==> src/rtl/dirctl_pkg.sv <==
package dirctl_pkg;

  // strobes from control to the directory datapath
  typedef struct packed {
    logic latchReq;   // capture requester and block
    logic addSharer;  // OR requester into presence of incoming block
    logic ownNow;     // requester becomes dirty owner (incoming block)
    logic ownLater;   // latched requester becomes dirty owner
    logic mergeBack;  // latched requester added, entry cleaned
  } dirStrobe_t;

  typedef enum logic [1:0] {
    ST_IDLE     = 2'd0,
    ST_INV_WAIT = 2'd1,
    ST_WB_WAIT  = 2'd2
  } dirState_t;

endpackage

==> src/rtl/dir_datapath.sv <==
module dir_datapath
  import dirctl_pkg::*;
#(
  parameter int NUM_PROC   = 4,
  parameter int NUM_BLOCKS = 8,
  parameter int PROC_W     = $clog2(NUM_PROC),
  parameter int BLK_W      = $clog2(NUM_BLOCKS)
) (
  input  logic                clk,
  input  logic                rstN,
  input  dirStrobe_t          strobe,
  input  logic [PROC_W-1:0]   reqProc,
  input  logic [BLK_W-1:0]    reqBlock,
  output logic [NUM_PROC-1:0] lookPres,
  output logic                lookDirty,
  output logic [PROC_W-1:0]   curProc,
  output logic [BLK_W-1:0]    curBlock
);

  localparam logic [NUM_PROC-1:0] ONE_BIT = NUM_PROC'(1);

  logic [NUM_PROC-1:0] presQ  [NUM_BLOCKS];
  logic                dirtyQ [NUM_BLOCKS];
  logic [NUM_PROC-1:0] inBit;
  logic [NUM_PROC-1:0] curBit;

  assign inBit     = ONE_BIT << reqProc;
  assign curBit    = ONE_BIT << curProc;
  assign lookPres  = presQ[reqBlock];
  assign lookDirty = dirtyQ[reqBlock];

  always_ff @(posedge clk or negedge rstN) begin
    if (!rstN) begin
      curProc  <= '0;
      curBlock <= '0;
    end else if (strobe.latchReq) begin
      curProc  <= reqProc;
      curBlock <= reqBlock;
    end
  end

  always_ff @(posedge clk or negedge rstN) begin
    if (!rstN) begin
      for (int b = 0; b < NUM_BLOCKS; b++) begin
        presQ[b]  <= '0;
        dirtyQ[b] <= 1'b0;
      end
    end else begin
      for (int b = 0; b < NUM_BLOCKS; b++) begin
        if (strobe.addSharer && reqBlock == BLK_W'(b)) begin
          presQ[b] <= presQ[b] | inBit;
        end
        if (strobe.ownNow && reqBlock == BLK_W'(b)) begin
          presQ[b]  <= inBit;
          dirtyQ[b] <= 1'b1;
        end
        if (strobe.ownLater && curBlock == BLK_W'(b)) begin
          presQ[b]  <= curBit;
          dirtyQ[b] <= 1'b1;
        end
        if (strobe.mergeBack && curBlock == BLK_W'(b)) begin
          presQ[b]  <= presQ[b] | curBit;
          dirtyQ[b] <= 1'b0;
        end
      end
    end
  end

  for (genvar g = 0; g < NUM_BLOCKS; g++) begin : g_entryChk

    single_owner_chk: assert property (@(posedge clk) disable iff (!rstN)
      dirtyQ[g] |-> ($countones(presQ[g]) == 1));
  end

endmodule

==> src/rtl/dir_control.sv <==
module dir_control
  import dirctl_pkg::*;
#(
  parameter int NUM_PROC = 4,
  parameter int PROC_W   = $clog2(NUM_PROC),
  parameter int CNT_W    = $clog2(NUM_PROC + 1)
) (
  input  logic                clk,
  input  logic                rstN,
  input  logic                reqValid,
  input  logic [PROC_W-1:0]   reqProc,
  input  logic                reqWrite,
  input  logic [NUM_PROC-1:0] lookPres,
  input  logic                lookDirty,
  input  logic                ackValid,
  input  logic [PROC_W-1:0]   ackProc,
  output dirStrobe_t          strobe,
  output logic                reqReady,
  output logic                invValid,
  output logic [NUM_PROC-1:0] invMask,
  output logic                wbReqValid,
  output logic [PROC_W-1:0]   wbReqProc,
  output logic                replyValid,
  output logic                grantValid
);

  localparam logic [NUM_PROC-1:0] ONE_BIT = NUM_PROC'(1);

  dirState_t           st, stNext;
  logic [NUM_PROC-1:0] pendQ, pendNext;
  logic [CNT_W-1:0]    cntQ, cntNext;
  logic [NUM_PROC-1:0] others;
  logic                accept, ackHit;
  logic                fireReply, fireGrant, fireInv, fireWb;
  logic [PROC_W-1:0]   ownerIdx;

  function automatic logic [CNT_W-1:0] countOnes(input logic [NUM_PROC-1:0] v);
    logic [CNT_W-1:0] c;
    c = '0;
    for (int i = 0; i < NUM_PROC; i++) c = c + CNT_W'(v[i]);
    return c;
  endfunction

  assign others   = lookPres & ~(ONE_BIT << reqProc);
  assign reqReady = (st == ST_IDLE);
  assign accept   = reqValid && reqReady;
  assign ackHit   = ackValid && (st != ST_IDLE) && pendQ[ackProc];

  always_comb begin
    ownerIdx = '0;
    for (int i = NUM_PROC - 1; i >= 0; i--) begin
      if (others[i]) ownerIdx = PROC_W'(i);
    end
  end

  always_comb begin
    stNext    = st;
    pendNext  = pendQ;
    cntNext   = cntQ;
    strobe    = '0;
    fireReply = 1'b0;
    fireGrant = 1'b0;
    fireInv   = 1'b0;
    fireWb    = 1'b0;
    unique case (st)
      ST_IDLE: begin
        if (accept) begin
          strobe.latchReq = 1'b1;
          if (!reqWrite) begin
            if (lookDirty && others != '0) begin
              fireWb   = 1'b1;
              pendNext = others;
              cntNext  = CNT_W'(1);
              stNext   = ST_WB_WAIT;
            end else begin
              fireReply        = 1'b1;
              strobe.addSharer = 1'b1;
            end
          end else begin
            if (others == '0) begin
              fireGrant     = 1'b1;
              strobe.ownNow = 1'b1;
            end else begin
              fireInv  = 1'b1;
              pendNext = others;
              cntNext  = countOnes(others);
              stNext   = ST_INV_WAIT;
            end
          end
        end
      end
      ST_INV_WAIT: begin
        if (ackHit) begin
          pendNext = pendQ & ~(ONE_BIT << ackProc);
          cntNext  = cntQ - CNT_W'(1);
          if (cntQ == CNT_W'(1)) begin
            fireGrant       = 1'b1;
            strobe.ownLater = 1'b1;
            stNext          = ST_IDLE;
          end
        end
      end
      ST_WB_WAIT: begin
        if (ackHit) begin
          pendNext         = '0;
          cntNext          = '0;
          fireReply        = 1'b1;
          strobe.mergeBack = 1'b1;
          stNext           = ST_IDLE;
        end
      end
      default: stNext = ST_IDLE;
    endcase
  end

  always_ff @(posedge clk or negedge rstN) begin
    if (!rstN) begin
      st         <= ST_IDLE;
      pendQ      <= '0;
      cntQ       <= '0;
      invValid   <= 1'b0;
      invMask    <= '0;
      wbReqValid <= 1'b0;
      wbReqProc  <= '0;
      replyValid <= 1'b0;
      grantValid <= 1'b0;
    end else begin
      st         <= stNext;
      pendQ      <= pendNext;
      cntQ       <= cntNext;
      invValid   <= fireInv;
      invMask    <= fireInv ? others : '0;
      wbReqValid <= fireWb;
      if (fireWb) wbReqProc <= ownerIdx;
      replyValid <= fireReply;
      grantValid <= fireGrant;
    end
  end


  msg_onehot_chk: assert property (@(posedge clk) disable iff (!rstN)
    $onehot0({replyValid, grantValid, invValid, wbReqValid}));


  ack_count_match_chk: assert property (@(posedge clk) disable iff (!rstN)
    (st == ST_INV_WAIT) |-> (int'(cntQ) == $countones(pendQ)));


  hold_until_acks_chk: assert property (@(posedge clk) disable iff (!rstN)
    (st == ST_INV_WAIT && !ackHit) |=> (st == ST_INV_WAIT && !grantValid));


  stray_ack_chk: assert property (@(posedge clk) disable iff (!rstN)
    (st != ST_IDLE && ackValid && !pendQ[ackProc]) |=> ($stable(cntQ) && $stable(pendQ)));


  wb_single_owner_chk: assert property (@(posedge clk) disable iff (!rstN)
    (st == ST_WB_WAIT) |-> ($countones(pendQ) == 1));


  inv_nonempty_chk: assert property (@(posedge clk) disable iff (!rstN)
    invValid |-> (invMask != '0));

endmodule

==> src/rtl/dirctl_top.sv <==
module dirctl_top
  import dirctl_pkg::*;
#(
  parameter int NUM_PROC   = 4,
  parameter int NUM_BLOCKS = 8,
  parameter int PROC_W     = $clog2(NUM_PROC),
  parameter int BLK_W      = $clog2(NUM_BLOCKS)
) (
  input  logic                clk,
  input  logic                rstN,
  input  logic                reqValid,
  output logic                reqReady,
  input  logic [PROC_W-1:0]   reqProc,
  input  logic [BLK_W-1:0]    reqBlock,
  input  logic                reqWrite,
  input  logic                ackValid,
  input  logic [PROC_W-1:0]   ackProc,
  output logic                invValid,
  output logic [NUM_PROC-1:0] invMask,
  output logic [BLK_W-1:0]    invBlock,
  output logic                wbReqValid,
  output logic [PROC_W-1:0]   wbReqProc,
  output logic [BLK_W-1:0]    wbReqBlock,
  output logic                replyValid,
  output logic [PROC_W-1:0]   replyProc,
  output logic [BLK_W-1:0]    replyBlock,
  output logic                grantValid,
  output logic [PROC_W-1:0]   grantProc,
  output logic [BLK_W-1:0]    grantBlock
);

  dirStrobe_t          strobe;
  logic [NUM_PROC-1:0] lookPres;
  logic                lookDirty;
  logic [PROC_W-1:0]   curProc;
  logic [BLK_W-1:0]    curBlock;

  dir_control #(.NUM_PROC(NUM_PROC), .PROC_W(PROC_W)) i_control (
    .clk(clk), .rstN(rstN),
    .reqValid(reqValid), .reqProc(reqProc), .reqWrite(reqWrite),
    .lookPres(lookPres), .lookDirty(lookDirty),
    .ackValid(ackValid), .ackProc(ackProc),
    .strobe(strobe), .reqReady(reqReady),
    .invValid(invValid), .invMask(invMask),
    .wbReqValid(wbReqValid), .wbReqProc(wbReqProc),
    .replyValid(replyValid), .grantValid(grantValid)
  );

  dir_datapath #(.NUM_PROC(NUM_PROC), .NUM_BLOCKS(NUM_BLOCKS),
                 .PROC_W(PROC_W), .BLK_W(BLK_W)) i_datapath (
    .clk(clk), .rstN(rstN), .strobe(strobe),
    .reqProc(reqProc), .reqBlock(reqBlock),
    .lookPres(lookPres), .lookDirty(lookDirty),
    .curProc(curProc), .curBlock(curBlock)
  );

  assign invBlock   = curBlock;
  assign wbReqBlock = curBlock;
  assign replyProc  = curProc;
  assign replyBlock = curBlock;
  assign grantProc  = curProc;
  assign grantBlock = curBlock;

endmodule

==> config.mk <==
export PLATFORM = sky130hd
export DESIGN_NAME = dirctl_top
export DESIGN_NICKNAME = d
export VERILOG_FILES = /design/src/rtl/dirctl_pkg.sv /design/src/rtl/dir_datapath.sv /design/src/rtl/dir_control.sv /design/src/rtl/dirctl_top.sv
export SDC_FILE = /design/constraint.sdc
export NUM_CORES = 1
export LEC_CHECK = 0
export CORE_MARGIN = 2
export CORE_UTILIZATION = 58
export DETAILED_ROUTE_END_ITERATION = 10
export DONT_BUFFER_PORTS = 1
export GPL_ROUTABILITY_DRIVEN = 0
export PLACE_DENSITY = 0.87
export SLEW_MARGIN = 20
export SYNTH_ARGS = -nofsm -noshare
export SYNTH_HDL_FRONTEND = slang
export SYNTH_HIERARCHICAL = 1
export SYNTH_SLANG_ARGS = --single-unit
export TNS_END_PERCENT = 50
==> constraint.sdc <==
create_clock -name clk -period 3.2 [get_ports clk]
set_input_delay 0.48 -clock clk [delete_from_list [all_inputs] [get_ports clk]]
set_output_delay 0.48 -clock clk [all_outputs]
set_load 0.02 [all_outputs]
==> results.txt <==
- Ys Warns: 6
* Wire length of the first global-routing pass: roughly 18,000 um
- Element type at the critical path end: register
- Peak VDD IR: between 0.2 and 0.3 mV
* Syn avg cell area: a little under 10 sq um
- Required arrival time at the worst endpoint: approximately 3400 ps
- Maximum number of pins on one net before global-route repair: 65
* Mean routed wirelength per cell: 21.72 um
* Static leakage: slightly below 0.002 uW
- For this run, the register share of the synthesized area comes to 37.48%.
* Grt total ovfl: 0
- Starting density of the core: between 50% and 60%
- Maximum clock frequency: around 0.33 GHz
* Top FF cell, synth: dfrtp_1
* Synth Net Count: 455
- Arrival time at the worst endpoint: between 3000 and 4000 ps
* Final Max Tran Viols: 0
- STA classifies the critical path startpoint as a register.
* Area Overhead vs Synth: 7.057%
* Hold Violations, Final: 0
- Number of buffers on the longest clock path: 2
- For this run, design rule violations remaining after detail routing come to 0.
* Number of buffers added by the clock tree synthesis step: 9
* Clock period minus worst slack: 3048 ps
* Detailed router's first-iteration violation count: 540
- The die covers between 0.008 and 0.009 sq mm.
* Count of fill cells added during filler insertion: approximately 540
- Clock edge transition at the registers on the reported setup and hold paths: 70 ps
* Capturing instance or port of the critical path: i_datapath/presQ[23]$_DFFE_PN0P_
- Width of the die: ~90 um
- Via count of the first global-routing pass: 3,615
* Commonest cells after routing, fill and taps aside: dfrtp_1, nand2_1, inv_1
* Count of final setup violators: 0
- Summing every instance area after synthesis gives 0.004273 sq mm.
* Overall power of the completed layout: 3703 uW
- The count of nets left with antenna violations once routing finished came out at 0.
* Overall global routing resource usage: approximately 29%
* Critical path type: register to register
* Routed WL: about 11,000 um
- The core region is about 0.0072 sq mm.
* Tcrit/Tclk final: a little over nine tenths
- Number of standard cells after synthesis: approximately 430
- Post-DR vias/cell: roughly 7
- The tree is rooted in a clkbuf_8.
- Half-perimeter wire length after detailed placement: about 8000 um
- CTS tree: yes
- For the final database, setup skew stands at roughly 12 ps.
- ANT cells: 0
- Number of rows created at floorplan: 31
- Counting flops with a built-in enable in the synthesized netlist gives 0.
- Max H-tree Level: 3
- RR Startpoint: i_datapath/presQ[1]$_DFFE_PN0P_
- The final layout contains ~450 nets.
- Minimum setup slack among reg-to-reg paths: 150 ps
* Clock sink total: 64
* Max-capacitance violation count: 0
- Async SR Flop Fraction: between 90% and 100%
* Depth of the worst register-to-register path: 12
- Total area of sequential cells: ~0.0016 sq mm
* Number of detailed-routing iterations run before antenna repair: 5
* Fraction of the core area covered by cells at the end of the flow: a little under two thirds
* Layout cell share with drive strength beyond 1: a little under a fifth
* Endpoint of the most critical register-to-register path: i_datapath/presQ[23]$_DFFE_PN0P_
- Setup repair after global routing could not meet its margin everywhere.
- Vias after detailed routing: ~3,700
- Multi-input logic area: between 0.002 and 0.0025 sq mm
- The number of antenna violations at the first check in global routing was 0.
- Worst Max-Slew Pin Slew: 778.6 ps
- The worst hold path belongs to the class primary input to async pin.
* Synth unique cells: 67
- Number of standard cells in the final layout excluding fillers: about 530
* Pwr/cell area: between 800 and 900 mW/mm^2
- Synthesis inferred 64 register bits.
- Overall die height: 89.83 um
- Start point of the critical path: i_datapath/presQ[1]$_DFFE_PN0P_
* Leading cell type in the layout, fill and taps excluded: dfrtp_1
- Measured against its own limit, the worst slew margin works out to approximately 48%.
- Clock latency on the worst-skew pair, taken at its later pin, is around 340 ps.
* Placed cells: just over 500
- The count of buffers added on input and output ports is 0.
* Number of top-level design ports: 39
- The flow ran to the end, and the final reports show no timing, DRC or antenna violations.
* Maximum net fanout on the critical path: 5
## worst max-delay path, cell delays in order (launching register included)
cell,delay (ps)
dfrtp_1,410
mux4_2,520
mux2_2,310
o21a_1,140
inv_1,100
ha_2,180
nand2_1,80
nor2_2,210
buf_4,160
nor4bb_4,340
o2bb2ai_2,180
nand2_1,140
o221ai_1,140
## cell families after synthesis
family	count (synthesis)	synth area share, %
compound gates	124	21.02
flops	64	37.48
mux	42	13.76
buf+inv	64	7.203
simple gates	131	17.72
fa+ha+maj	9	2.811
## through the flow
step                      setup TNS, ps  setup slack (ps)  instance area (sq um)  hold slack (ps)
after floorplan                       0             31.49                   4298            184.4
after global placement                0             83.10                   4330            186.6
after detailed placement         -340.5            -150.6                   4330            186.9
after CTS                             0             27.15                   4518            16.92
after global routing             -41.96            -31.38                   4574            29.83
final                                 0             152.2                   4574            12.59
## flip-flops by register name, summed over array words and instances, names as in the netlist
name                  count
i_datapath/presQ         32
i_datapath/dirtyQ         8
i_control/invMask         4
i_control/pendQ           4
i_control/cntQ            3
i_datapath/curBlock       3
i_control/st              2
i_control/wbReqProc       2
i_datapath/curProc        2
i_control/grantValid      1
i_control/invValid        1
i_control/replyValid      1
i_control/wbReqValid      1
## worst min-delay path by stage
stage	slack (ps)	endpoint	cells after the start
after floorplan	180	i_control/cntQ[0]$_DFFE_PN0P_	0
final	10	i_datapath/curBlock[0]$_DFFE_PN0P_	1
after global routing	30	i_datapath/presQ[27]$_DFFE_PN0P_	1
after detailed placement	190	i_datapath/dirtyQ[5]$_DFFE_PN0P_	0
after CTS	20	i_datapath/presQ[11]$_DFFE_PN0P_	1
after global placement	190	i_datapath/dirtyQ[1]$_DFFE_PN0P_	0
## final cells by class
class | instances | share of cell area, %
Tap cell | 99 | 2.708
Clock inverter | 1 | 0.1094
Clock buffer | 13 | 3.255
Timing Repair Buffer | 18 | 3.392
Sequential cell | 64 | 35.01
Multi-Input combinational cell | 306 | 53.47
Inverter | 25 | 2.051
## cell usage after synthesis, types with 3 or more instances
| master | count | area share [%] |
|---|---|---|
| dfrtp_1 | 64 | 37 |
| nand2_1 | 44 | 3.9 |
| inv_1 | 25 | 2.2 |
| o21ai_0 | 23 | 2.7 |
| nor2_1 | 19 | 1.7 |
| o221ai_1 | 16 | 3.3 |
| buf_4 | 13 | 2.3 |
| mux2_2 | 13 | 3.4 |
| mux2i_1 | 13 | 3.0 |
| a21oi_1 | 12 | 1.4 |
| nand2b_1 | 12 | 1.8 |
| clkbuf_1 | 11 | 0.97 |
| mux4_2 | 11 | 5.8 |
| o211ai_1 | 11 | 1.9 |
| buf_2 | 9 | 1.1 |
| ha_1 | 8 | 2.3 |
| or3_1 | 8 | 1.2 |
| a22o_1 | 6 | 1.2 |
| a22oi_1 | 6 | 1.1 |
| a32o_1 | 6 | 1.4 |
| nor3_1 | 6 | 0.70 |
| o22ai_1 | 6 | 0.88 |
| a31oi_1 | 5 | 0.73 |
| buf_1 | 5 | 0.44 |
| nor2b_1 | 5 | 0.73 |
| o21ai_1 | 5 | 0.59 |
| and2_1 | 4 | 0.59 |
| nand4b_1 | 4 | 0.82 |
| o21bai_1 | 4 | 0.70 |
| mux2_1 | 3 | 0.79 |
| nand3b_1 | 3 | 0.53 |
| nor4_1 | 3 | 0.44 |
| nor4bb_1 | 3 | 0.70 |
| o21a_1 | 3 | 0.53 |
## repair_timing
item / CTS / global route
endpoints found under the setup margin: 2 / 17
gates resized for setup: 1 / 9
endpoints found under the hold margin: 64 / 0
hold buffers: 1 / 0
buffers inserted: 0 / 0
pin swaps: 0 / 2
## metal layers
layer / GRT usage [%] / vias up / share of wire [%] / routed length (um)
met5: 0 / - / 0 / 0
met4: 15.26 / 0 / 4.0 / 454
met3: 7.460 / 44 / 10 / 1188
met2: 44.26 / 256 / 47 / 5372
met1: 37.17 / 1791 / 39 / 4409
li1: - / 1600 / - / -
## power by group
group	switching, uW	total, uW	leakage, uW	internal, uW
clock	299	592	0.0000794	294
combinational	901	1590	0.00105	688
sequential	416	1520	0.000807	1110
total	1620	3700	0.00194	2090
(Power assumes the default switching activity.)
